[config.mk]
export PLATFORM = sky130hd
export DESIGN_NAME = irqc_top
export DESIGN_NICKNAME = d
export VERILOG_FILES = /design/src/rtl/irqc_pkg.sv /design/src/rtl/irqc_src_sync.sv /design/src/rtl/irqc_prio_vec.sv /design/src/rtl/irqc_mask_regs.sv /design/src/rtl/irqc_top.sv
export SDC_FILE = /design/constraint.sdc
export NUM_CORES = 1
export LEC_CHECK = 0
export BUFFER_PORTS_ARGS = -buffer_cell sky130_fd_sc_hd__buf_4
export CAP_MARGIN = 10
export CORE_UTILIZATION = 34
export DETAILED_ROUTE_END_ITERATION = 8
export PLACE_DENSITY = 0.58
export SLEW_MARGIN = 20
export SYNTH_ARGS = -nofsm -noshare
export SYNTH_HDL_FRONTEND = slang
export SYNTH_SLANG_ARGS = --single-unit
[constraint.sdc]
create_clock -name clk -period 2 [get_ports clk]
set_input_delay 0.1 -clock clk [delete_from_list [all_inputs] [get_ports clk]]
set_output_delay 0.1 -clock clk [all_outputs]
set_load 0.03 [all_outputs]
[src/rtl/irqc_pkg.sv]
package irqc_pkg;

    // Register selected by the current access offset.
    typedef enum logic [1:0] {
        REG_NONE = 2'd0,
        REG_VEC  = 2'd1,
        REG_MASK = 2'd2
    } irqc_reg_e;

endpackage

[src/rtl/irqc_src_sync.sv]
module irqc_src_sync #(
    parameter int N = 16
) (
    input  logic         clk,
    input  logic         rst_n,
    input  logic [N-1:0] lvl_in,
    output logic [N-1:0] src_d,
    output logic [N-1:0] src_q
);

    typedef struct packed {
        logic [N-1:0] src;
    } src_state_t;

    src_state_t st_d, st_q;

    always_comb begin
        st_d     = st_q;
        st_d.src = lvl_in;   // level sources: set while high, clear while low
    end

    always_ff @(posedge clk or negedge rst_n) begin
        if (!rst_n) st_q <= '0;
        else        st_q <= st_d;
    end

    assign src_d = st_d.src;
    assign src_q = st_q.src;

    // register follows the lines one edge later
    assert_src_follow_R1: assert property (@(posedge clk) disable iff (!rst_n)
        1'b1 |=> (src_q == $past(lvl_in)));

endmodule

[src/rtl/irqc_prio_vec.sv]
module irqc_prio_vec #(
    parameter int N  = 16,
    parameter int VW = $clog2(N + 1) + 2
) (
    input  logic [N-1:0]  pend,
    output logic [VW-1:0] vec
);

    // Scan from the top so the lowest pending index is the last to win.
    always_comb begin
        vec = '0;
        for (int i = N - 1; i >= 0; i--) begin
            if (pend[i]) vec = VW'((i + 1) << 2);
        end
    end

endmodule

[src/rtl/irqc_mask_regs.sv]
module irqc_mask_regs
    import irqc_pkg::*;
#(
    parameter int             N        = 16,
    parameter int             AW       = 12,
    parameter int             DW       = 16,
    parameter logic [AW-1:0]  VEC_OFS  = 'h0,
    parameter logic [AW-1:0]  MASK_OFS = 'h2,
    parameter logic [N-1:0]   MASK_RST = N'(16'h0010)
) (
    input  logic          clk,
    input  logic          rst_n,
    input  logic          wr_en,
    input  logic [AW-1:0] addr,
    input  logic [DW-1:0] wdata,
    output irqc_reg_e     sel,
    output logic [N-1:0]  mask_d,
    output logic [N-1:0]  mask_q
);

    typedef struct packed {
        logic [N-1:0] mask;
    } mask_state_t;

    mask_state_t st_d, st_q;

    always_comb begin
        if (addr == VEC_OFS)       sel = REG_VEC;
        else if (addr == MASK_OFS) sel = REG_MASK;
        else                       sel = REG_NONE;
    end

    always_comb begin
        st_d = st_q;
        if (wr_en && (sel == REG_MASK)) st_d.mask = wdata[N-1:0];
    end

    always_ff @(posedge clk or negedge rst_n) begin
        if (!rst_n) st_q.mask <= MASK_RST;
        else        st_q      <= st_d;
    end

    assign mask_d = st_d.mask;
    assign mask_q = st_q.mask;

    // a write to the mask offset loads the data
    assert_mask_load_R5: assert property (@(posedge clk) disable iff (!rst_n)
        (wr_en && addr == MASK_OFS) |=> (mask_q == $past(wdata[N-1:0])));

    // any other cycle leaves the mask alone
    assert_mask_hold_R8: assert property (@(posedge clk) disable iff (!rst_n)
        !(wr_en && addr == MASK_OFS) |=> $stable(mask_q));

endmodule

[src/rtl/irqc_top.sv]
module irqc_top
    import irqc_pkg::*;
#(
    parameter int N  = 16,
    parameter int AW = 12,
    parameter int DW = 16
) (
    input  logic          clk,
    input  logic          rst_n,
    input  logic [N-1:0]  irq_lvl,
    input  logic          reg_wr_en,
    input  logic [AW-1:0] reg_addr,
    input  logic [DW-1:0] reg_wdata,
    output logic [DW-1:0] reg_rdata,
    output logic          irq_out
);

    localparam int VW = $clog2(N + 1) + 2;

    typedef struct packed {
        logic irq;
    } top_state_t;

    top_state_t     st_d, st_q;
    logic [N-1:0]   src_d, src_q;
    logic [N-1:0]   mask_d, mask_q;
    logic [N-1:0]   pend_q;
    logic [VW-1:0]  vec;
    irqc_reg_e      sel;

    irqc_src_sync #(.N(N)) i_src (
        .clk    (clk),
        .rst_n  (rst_n),
        .lvl_in (irq_lvl),
        .src_d  (src_d),
        .src_q  (src_q)
    );

    irqc_mask_regs #(.N(N), .AW(AW), .DW(DW)) i_mask (
        .clk    (clk),
        .rst_n  (rst_n),
        .wr_en  (reg_wr_en),
        .addr   (reg_addr),
        .wdata  (reg_wdata),
        .sel    (sel),
        .mask_d (mask_d),
        .mask_q (mask_q)
    );

    assign pend_q = src_q & mask_q;

    irqc_prio_vec #(.N(N), .VW(VW)) i_prio (
        .pend (pend_q),
        .vec  (vec)
    );

    // Request is formed from next values so it lands with the state it reflects.
    always_comb begin
        st_d     = st_q;
        st_d.irq = |(src_d & mask_d);
    end

    always_ff @(posedge clk or negedge rst_n) begin
        if (!rst_n) st_q <= '0;
        else        st_q <= st_d;
    end

    assign irq_out = st_q.irq;

    always_comb begin
        case (sel)
            REG_VEC:  reg_rdata = DW'(vec);
            REG_MASK: reg_rdata = DW'(mask_q);
            default:  reg_rdata = '0;
        endcase
    end

    // registered request agrees with stored source and mask
    assert_irq_match_R2: assert property (@(posedge clk) disable iff (!rst_n)
        irq_out == (pend_q != '0));

    // empty pending set yields a zero vector
    assert_vec_zero_R4: assert property (@(posedge clk) disable iff (!rst_n)
        (pend_q == '0) |-> (vec == '0));

    // a nonzero vector is word aligned and names a pending bit
    assert_vec_valid_R3: assert property (@(posedge clk) disable iff (!rst_n)
        (vec != '0) |-> (vec[1:0] == 2'b00 && pend_q[int'(vec >> 2) - 1]));

endmodule

==> results of run 1 <==
[layer usage]
metal,global-route usage,up-vias,share of wire
li1,-,689,-
met1,0.250,673,0.44
met2,0.322,50,0.50
met3,0.0462,2,0.052
met4,0.0400,0,0.0047
met5,0,-,0
[power by group through the flow]
| stage | Sequential [mW] | Clock [mW] | Combinational (mW) |
|---|---|---|---|
| floorplan | 0.707 | 0 | 0.0148 |
| global placement | 0.708 | 0 | 0.109 |
| detailed placement | 0.707 | 0 | 0.111 |
| CTS | 0.695 | 0.654 | 0.142 |
| global route | 0.697 | 0.684 | 0.157 |
| finish | 0.696 | 0.644 | 0.144 |
[registers in the layout, indices dropped and copies added (netlist names)]
register and flops:
i_mask.mask_q 16, i_src.src_q 16, irq_out 1
[Yosys cell counts (3+ instances only)]
cell type / count
a2111oi_0: 3
a21oi_1: 4
a22o_1: 3
a22oi_1: 4
and2_1: 23
dfrtp_1: 32
mux2_2: 12
mux2_4: 4
nand2_1: 19
nand3_1: 3
nor2_1: 4
nor3_1: 4
o21ai_0: 3
[path summary, 6_finish.rpt]
path,start,to,cells after the start
max in group asynchronous,rst_n,i_mask.mask_q[4],2
hold reg to reg,i_mask.mask_q[15],i_mask.mask_q[15],1
hold / removal,reg_wdata[15],i_mask.mask_q[15],2
setup / recovery,reg_addr[7],irq_out,9
min in group asynchronous,rst_n,i_mask.mask_q[14],2
setup reg to reg,i_mask.mask_q[5],irq_out,5
[area by class of cell]
cell class	instances	share of cell area
multi-input combinational	102	0.321
inverter	1	0.00144
timing repair buffer	92	0.291
clock buffer	7	0.0331
clock inverter	1	0.0115
tap	52	0.0249
sequential	33	0.317
[metrics by stage]
step / instance area [sq um] / TNS (ns) / cells
2_1_floorplan: 1600 / -0.107 / 139
4_1_cts: 2540 / -0.0917 / 288
6_report: 2610 / -0.0459 / 288
5_1_grt: 2610 / -0.150 / 288
3_5_place_dp: 2170 / -0.675 / 260
3_3_place_gp: 2170 / -0.499 / 260
[cell families (layout without fill, tap and decap cells)]
group,count (synthesis),after routing,share of synthesized area
AND/OR/NAND/NOR,61,61,0.210
multiplexers,17,17,0.130
AO/OA/AOI/OAI,24,24,0.113
flip-flops,33,33,0.523
buffers and inverters,4,101,0.0245
[repair_timing]
item | 4_1_cts | 5_1_grt
hold endpoints to repair | 48 | 0
pin swaps | 7 | 5
gates cloned | 0 | 0
hold buffers | 17 | 0
resized for setup | 16 | 16
setup buffers | 3 | 0
endpoints found under the setup margin | 1 | 2
==> qor.csv, run 1 <==
stage;metric;value;unit
detailed_routing;post-route ant nets;0;
placed_design;dpl hpwl;3310;um
cells_and_area;Final nets;282;
global_route;vias in the first global route;1517;
critical_path;worst setup path class;in2reg;
critical_path;WP buf/inv;3;
power;total power;1.48;mW
timing;worst hold margin;0.0553;ns
detailed_routing;first-pass iteration count of the detailed router;4;
critical_path;top cell family by delay on the critical path;simple AND/OR/NAND/NOR gates;
cells_and_area;register area;827;sq um
synth;post-synthesis sequential area ratio;0.523;
global_route;antenna violations before repair;0;
placed_design;I/O Buffers;63;
cells_and_area;Area growth syn-to-layout;64.9;%
critical_path;Slowest cell on crit path;or4_4;
synth;main flop type after synthesis;dfrtp_1;
timing;final setup fails;1;
worst_hold_path;Tightest Hold Check Type;in2reg;
clocking;Num CTS Buffers;5;
power;Flop pwr share;0.469;
cells_and_area;# diodes;0;
timing;count of final hold-check violations;0;
clocking;htree depth;2;
flow_run;max_cap viols;0;
run_status;status;finished, violations left;
power;combinational cell fraction of total power;0.097;
synth;post-synth cell types;34;
detailed_routing;DRT iter0 DRCs;25;
synth;syn_nets;186;
global_route;total grt overflow;0;
detailed_routing;WL/cell;15.4;um
detailed_routing;drt drc;0;
floorplan;chip width;70.2;um
power;Net Switching;0.298;mW
timing;skew final;0.00759;ns
synth;Mapped Cells;139;
clocking;clk_lat worst skew;0.28;ns
clocking;clk slew on worst S/H paths;0.07;ns
critical_path;Arrival @ worst endpoint;2.20;ns
run_status;failing checks;negative setup slack;
critical_path;Critical Path End Type;flip-flop;
floorplan;core box area;4410;sq um
synth;post-synth top area share;0.506;
critical_path;Req. time, crit path;2.15;ns
timing;Worst slew margin;0.720;
global_route;GRT Util Overall;0.192;
timing;Max Freq;489;MHz
timing;Final period util;1.02;
critical_path;CP dominant cell by count;buf_6;
clocking;Clock Tree Buf Depth;2;
synth;post-synthesis register bit count;33;
synth;EDFF count, synth;0;
synth;Synth Cell Area;1580;sq um
floorplan;Die Ht;70.2;um
clocking;CTS tree;yes;
power;clock power share;0.434;
cells_and_area;fill count;380;
cells_and_area;area of the multi-input gates;838;sq um
synth;largest area contributor in the netlist;dfrtp_1;
critical_path;CP Launch Type;primary input;
power;Cell Pwr Density;568;nW/um^2
floorplan;row count;24;
floorplan;Initial Util;0.359;
floorplan;Ports;64;
timing;Final Critical Period;2.05;ns
timing;Final WS setup;-0.0459;ns
power;leakage;1.29;nW
timing;RSZ-0062 raised after global routing;true;
detailed_routing;vias per inst;4.91;
synth;total number of yosys warnings;0;
clocking;CTS Root Cell;clkbuf_8;
detailed_routing;Via Count;1414;
global_route;first-pass GRT wire length;7270;um
cells_and_area;commonest non-fill, non-tap cell in the layout;buf_4;
critical_path;Crit Path Max Fanout;7;
power;Int Pwr;1.19;mW
cells_and_area;final core occ;0.591;
synth;Post-synth ARST share;1.00;
cells_and_area;share of layout cells above drive strength 1;0.479;
power;Sw Ratio;0.201;
critical_path;CP cell instances;buf_6, or4_4, and4bb_4, buf_6, buf_6, mux2_4, and2_4, a2111oi_4, nand4_1;
placed_design;Placer Congestion;0.861;
power;Max VDD drop;0.420;mV
synth;synthesized area per cell;11.4;sq um
placed_design;dpl ws;-0.675;ns
detailed_routing;Routed WL;4440;um
clocking;CTS Sinks;33;
global_route;largest net degree at the start of global routing;34;
timing;max-slew violations;0;
cells_and_area;leading cell types in the layout, fill and taps excluded;buf_4, dfrtp_1, nand2_1;
timing;measured slew at the worst slew-check pin;0.420;ns
synth;top cells by area, synth;dfrtp_1, and2_1, mux2_2;
critical_path;Reg2Reg Setup Slack;0.44;ns
critical_path;CP peak stage delay;0.52;ns
floorplan;die area;4930;sq um
Power figures use the tool's default switching activity.
==> inputs of run 2 (changes only) <==
PLACE_DENSITY = 0.6   (was 0.58)
clock period = 1.8 ns   (was 2 ns; I/O delays follow)
==> qor.csv, run 2 (synthesis results as in run 1) <==
stage;metric;value;unit
clocking;CTS Root Cell;clkbuf_8;
floorplan;row count;24;
timing;setup TNS;-0.313;ns
clocking;Num CTS Buffers;5;
detailed_routing;post-route ant nets;0;
critical_path;CP cell instances;buf_6, or4_4, and4bb_2, buf_6, buf_6, mux2_4, and2_4, a2111oi_4, nand4_1;
timing;Final period util;1.17;
placed_design;placed cell areas;2170;sq um
cells_and_area;commonest non-fill, non-tap cell in the layout;buf_4;
global_route;vias in the first global route;1450;
timing;Worst slew margin;0.715;
run_status;status;finished, violations left;
global_route;first-pass GRT wire length;7210;um
power;total power;1.51;mW
global_route;antenna violations before repair;0;
critical_path;Crit Path Max Fanout;6;
global_route;total grt overflow;0;
critical_path;Req. time, crit path;1.95;ns
worst_hold_path;Tightest Hold Check Type;in2reg;
clocking;CTS tree;yes;
timing;final setup fails;1;
timing;worst hold margin;0.0418;ns
critical_path;top cell family by delay on the critical path;simple AND/OR/NAND/NOR gates;
timing;RSZ-0062 raised after global routing;true;
floorplan;chip width;70.2;um
detailed_routing;drt drc;0;
timing;Final WS setup;-0.313;ns
timing;skew final;0.00763;ns
detailed_routing;Routed WL;4490;um
cells_and_area;Finished Layout Cells;289;
floorplan;die area;4930;sq um
critical_path;Arrival @ worst endpoint;2.26;ns
critical_path;Slowest cell on crit path;or4_4;
clocking;CTS Sinks;33;
detailed_routing;WL/cell;15.5;um
flow_run;max_cap viols;0;
cells_and_area;cell area after layout;2560;sq um
clocking;htree depth;2;
floorplan;Initial Util;0.359;
placed_design;Placer Congestion;0.752;
cells_and_area;leading cell types in the layout, fill and taps excluded;buf_4, dfrtp_1, and2_1;
placed_design;dpl hpwl;3290;um
floorplan;core box area;4410;sq um
clocking;Clock Tree Buf Depth;2;
critical_path;Critical Path End Type;flip-flop;
critical_path;CP Launch Type;primary input;
global_route;largest net degree at the start of global routing;34;
critical_path;worst setup path class;in2reg;
critical_path;WP buf/inv;3;
timing;measured slew at the worst slew-check pin;0.428;ns
clocking;clk_lat worst skew;0.29;ns
cells_and_area;Final nets;283;
timing;count of final hold-check violations;0;
timing;Final Critical Period;2.11;ns
placed_design;I/O Buffers;63;
floorplan;Die Ht;70.2;um
global_route;GRT Util Overall;0.194;
detailed_routing;Via Count;1438;
timing;max-slew violations;0;
critical_path;CP peak stage delay;0.52;ns
timing;Max Freq;473;MHz
detailed_routing;vias per inst;4.98;
cells_and_area;share of layout cells above drive strength 1;0.489;
detailed_routing;DRT iter0 DRCs;51;
run_status;failing checks;negative setup slack;
power;Max VDD drop;0.339;mV
cells_and_area;# diodes;0;
cells_and_area;Area growth syn-to-layout;61.6;%
clocking;clk slew on worst S/H paths;0.07;ns
power;Cell Pwr Density;590;nW/um^2
detailed_routing;first-pass iteration count of the detailed router;4;
critical_path;CP dominant cell by count;buf_6;
floorplan;Ports;64;
power;leakage;1.28;nW
placed_design;Post-Place Cells;259;
==> run 2: final timing paths <==
| check | from | end | slack, ns | depth (start not counted) |
|---|---|---|---|---|
| min in group asynchronous | rst_n | i_src.src_q[14] | 0.29 | 2 |
| max reg2reg | i_mask.mask_q[11] | irq_out | 0.20 | 5 |
| min | reg_wdata[15] | i_mask.mask_q[15] | 0.04 | 2 |
| max in group asynchronous | rst_n | i_mask.mask_q[4] | 1.18 | 2 |
| min reg2reg | i_mask.mask_q[15] | i_mask.mask_q[15] | 0.54 | 1 |
| max | reg_addr[7] | irq_out | -0.31 | 9 |
==> run 2: power breakdown <==
group	leakage (nW)	internal [mW]	switching, mW
clock	0.0455	0.312	0.264
combinational	0.814	0.105	0.0544
sequential	0.420	0.762	0.0116
==> run 2: cell type report <==
| cell class | instances | area, sq um |
|---|---|---|
| Sequential cell | 33 | 827 |
| Inverter | 1 | 3.75 |
| Timing Repair Buffer | 93 | 771 |
| Tap cell | 52 | 65.1 |
| Clock buffer | 8 | 90.1 |
| Multi-Input combinational cell | 102 | 801 |
| Fill cell | 413 | 1860 |
==> run 2: worst register-to-register path, stage by stage, from the launching register on <==
cell       delay (ns)
dfrtp_1          0.39
buf_4            0.15
mux2_2           0.26
and2_1           0.16
a2111oi_2        0.37
nand4_1          0.15
==> run 2: metal layers <==
metal	part of all wire	up-vias	track usage
li1	-	688	-
met1	0.42	699	0.238
met2	0.51	46	0.322
met4	0.010	0	0.0600
met5	0	-	0
met3	0.063	5	0.0620
==> run 2: what timing repair did <==
action	CTS	global route
gates resized for setup	19	10
pin swaps	5	14
gates cloned	0	0
endpoints found under the setup margin	3	15
hold buffers	17	0
endpoints found under the hold margin	48	0
setup buffers	4	1
==> run 2: per-stage QoR <==
| stage | setup slack (ns) | utilization |
|---|---|---|
| finish | -0.313 | 0.579 |
| CTS | -0.319 | 0.570 |
| global route | -0.337 | 0.579 |
| global placement | -0.660 | 0.491 |
| floorplan | -0.297 | - |
| detailed placement | -0.718 | 0.491 |
==> inputs of run 3 (changes only) <==
CORE_MARGIN = 2   (was not set)
==> qor.csv, run 3 (synthesis results as in run 1) <==
stage;metric;value;unit
clocking;clk_lat worst skew;0.29;ns
placed_design;Placer Congestion;0.887;
cells_and_area;Final nets;288;
critical_path;CP dominant cell by count;buf_6;
detailed_routing;Via Count;1428;
floorplan;row count;24;
cells_and_area;Area growth syn-to-layout;65.1;%
floorplan;Initial Util;0.359;
clocking;Num CTS Buffers;5;
critical_path;CP cell instances;buf_6, or4_4, and4bb_4, buf_6, buf_6, mux2_4, and2_4, a2111oi_4, nand4_1;
critical_path;Critical Path End Type;flip-flop;
critical_path;R2R Path End;irq_out;
cells_and_area;Finished Layout Cells;294;
global_route;first-pass GRT wire length;7020;um
clocking;Clock Tree Buf Depth;2;
clocking;CTS tree;yes;
cells_and_area;leading cell types in the layout, fill and taps excluded;buf_4, dfrtp_1, and2_1;
worst_hold_path;Tightest Hold Check Type;in2reg;
timing;Max Freq;495;MHz
power;leakage;1.30;nW
flow_run;max_cap viols;0;
floorplan;chip width;72.2;um
cells_and_area;commonest non-fill, non-tap cell in the layout;buf_4;
power;Max VDD drop;0.458;mV
worst_hold_path;Worst Hold Path EP;i_mask.mask_q[15];
critical_path;worst setup path class;in2reg;
floorplan;die area;5220;sq um
critical_path;CP Launch Type;primary input;
power;Cell Pwr Density;563;nW/um^2
timing;measured slew at the worst slew-check pin;0.414;ns
timing;max-slew violations;0;
worst_hold_path;hold depth;2;
global_route;vias in the first global route;1473;
run_status;failing checks;negative setup slack;
clocking;CTS Sinks;33;
critical_path;Arrival @ worst endpoint;2.18;ns
clocking;htree depth;2;
timing;Final period util;1.12;
timing;skew final;0.00804;ns
run_status;status;finished, violations left;
cells_and_area;share of layout cells above drive strength 1;0.500;
timing;Final WS setup;-0.220;ns
detailed_routing;Routed WL;4410;um
timing;count of final hold-check violations;0;
critical_path;Req. time, crit path;1.96;ns
critical_path;R2R depth;5;
cells_and_area;# diodes;0;
placed_design;dpl hpwl;3300;um
floorplan;Die Ht;72.2;um
clocking;clk slew on worst S/H paths;0.07;ns
placed_design;I/O Buffers;63;
global_route;GRT Util Overall;0.181;
cells_and_area;final core occ;0.592;
floorplan;Ports;64;
detailed_routing;first-pass iteration count of the detailed router;4;
timing;final setup fails;2;
detailed_routing;WL/cell;15.0;um
timing;worst hold margin;0.0403;ns
critical_path;Crit Path Max Fanout;7;
detailed_routing;post-route ant nets;0;
critical_path;Reg2Reg Setup Slack;0.24;ns
detailed_routing;DRT iter0 DRCs;37;
critical_path;Slowest cell on crit path;or4_4;
global_route;antenna violations before repair;0;
critical_path;Reg2Reg Launch Point;i_mask.mask_q[5];
timing;RSZ-0062 raised after global routing;true;
detailed_routing;vias per inst;4.86;
detailed_routing;drt drc;0;
global_route;total grt overflow;0;
clocking;CTS Root Cell;clkbuf_8;
placed_design;Post-Place Cells;260;
floorplan;core box area;4410;sq um
global_route;largest net degree at the start of global routing;34;
worst_hold_path;hold_sp;reg_wdata[15];
timing;Final Critical Period;2.02;ns
critical_path;CP peak stage delay;0.52;ns
timing;Worst slew margin;0.724;
[run 3: cell count changes in the layout (fill, tap and decap cells not counted), sizes merged]
cell,before,now
buf,76,81
[run 3: layout make-up]
type | instances | area (sq um)
clock buffers | 8 | 80.1
well taps | 52 | 65.1
fillers | 366 | 1800
repair buffers | 98 | 805
multi-input cells | 102 | 832
flip-flops and latches | 33 | 827
inverters | 1 | 3.75
[run 3: metrics by stage]
stage | setup slack (ns) | power, mW | cell area [sq um] | setup TNS, ns
2_1_floorplan | -0.297 | 0.802 | 1600 | -0.297
3_3_place_gp | -0.689 | 0.910 | 2170 | -0.745
3_5_place_dp | -0.719 | 0.913 | 2170 | -0.793
4_1_cts | -0.255 | 1.49 | 2590 | -0.366
5_1_grt | -0.285 | 1.54 | 2610 | -1.03
6_report | -0.220 | 1.47 | 2610 | -0.297
[run 3: routing by layer]
layer  up-vias  track usage  wire, um
met5         -            0         0
met3         6       0.0542       295
li1        700            -         -
met1       673        0.226      1930
met4         0       0.0566        58
met2        49        0.301      2130
[run 3: timing repair]
| item | in CTS | in global routing |
|---|---|---|
| hold buffers | 17 | 0 |
| resized for setup | 26 | 7 |
| pin swaps | 14 | 13 |
| setup endpoints to repair | 14 | 16 |
| hold endpoints to repair | 48 | 0 |
| buffers inserted | 9 | 0 |
[run 3: power by group]
part           total, mW  internal (mW)  switching, mW
Clock              0.537          0.275          0.262
Sequential         0.774          0.763         0.0112
Combinational      0.161          0.106         0.0551
[run 3: how the worst max path moves through the flow]
stage                start  endpoint  slack [ns]  cells past startpoint
3_3_place_gp   reg_addr[0]   irq_out       -0.69                      8
3_5_place_dp   reg_addr[0]   irq_out       -0.72                      8
4_1_cts        reg_addr[7]   irq_out       -0.25                      9
6_report       reg_addr[7]   irq_out       -0.22                      9
2_1_floorplan  reg_addr[0]   irq_out       -0.30                      8
5_1_grt        reg_addr[7]   irq_out       -0.29                      9
[run 3: critical path: cells and delay by family]
| family | cells | cell delay, ns |
|---|---|---|
| simple gates | 4 | 1.16 |
| buf+inv | 3 | 0.32 |
| compound gates | 1 | 0.31 |
| mux | 1 | 0.29 |
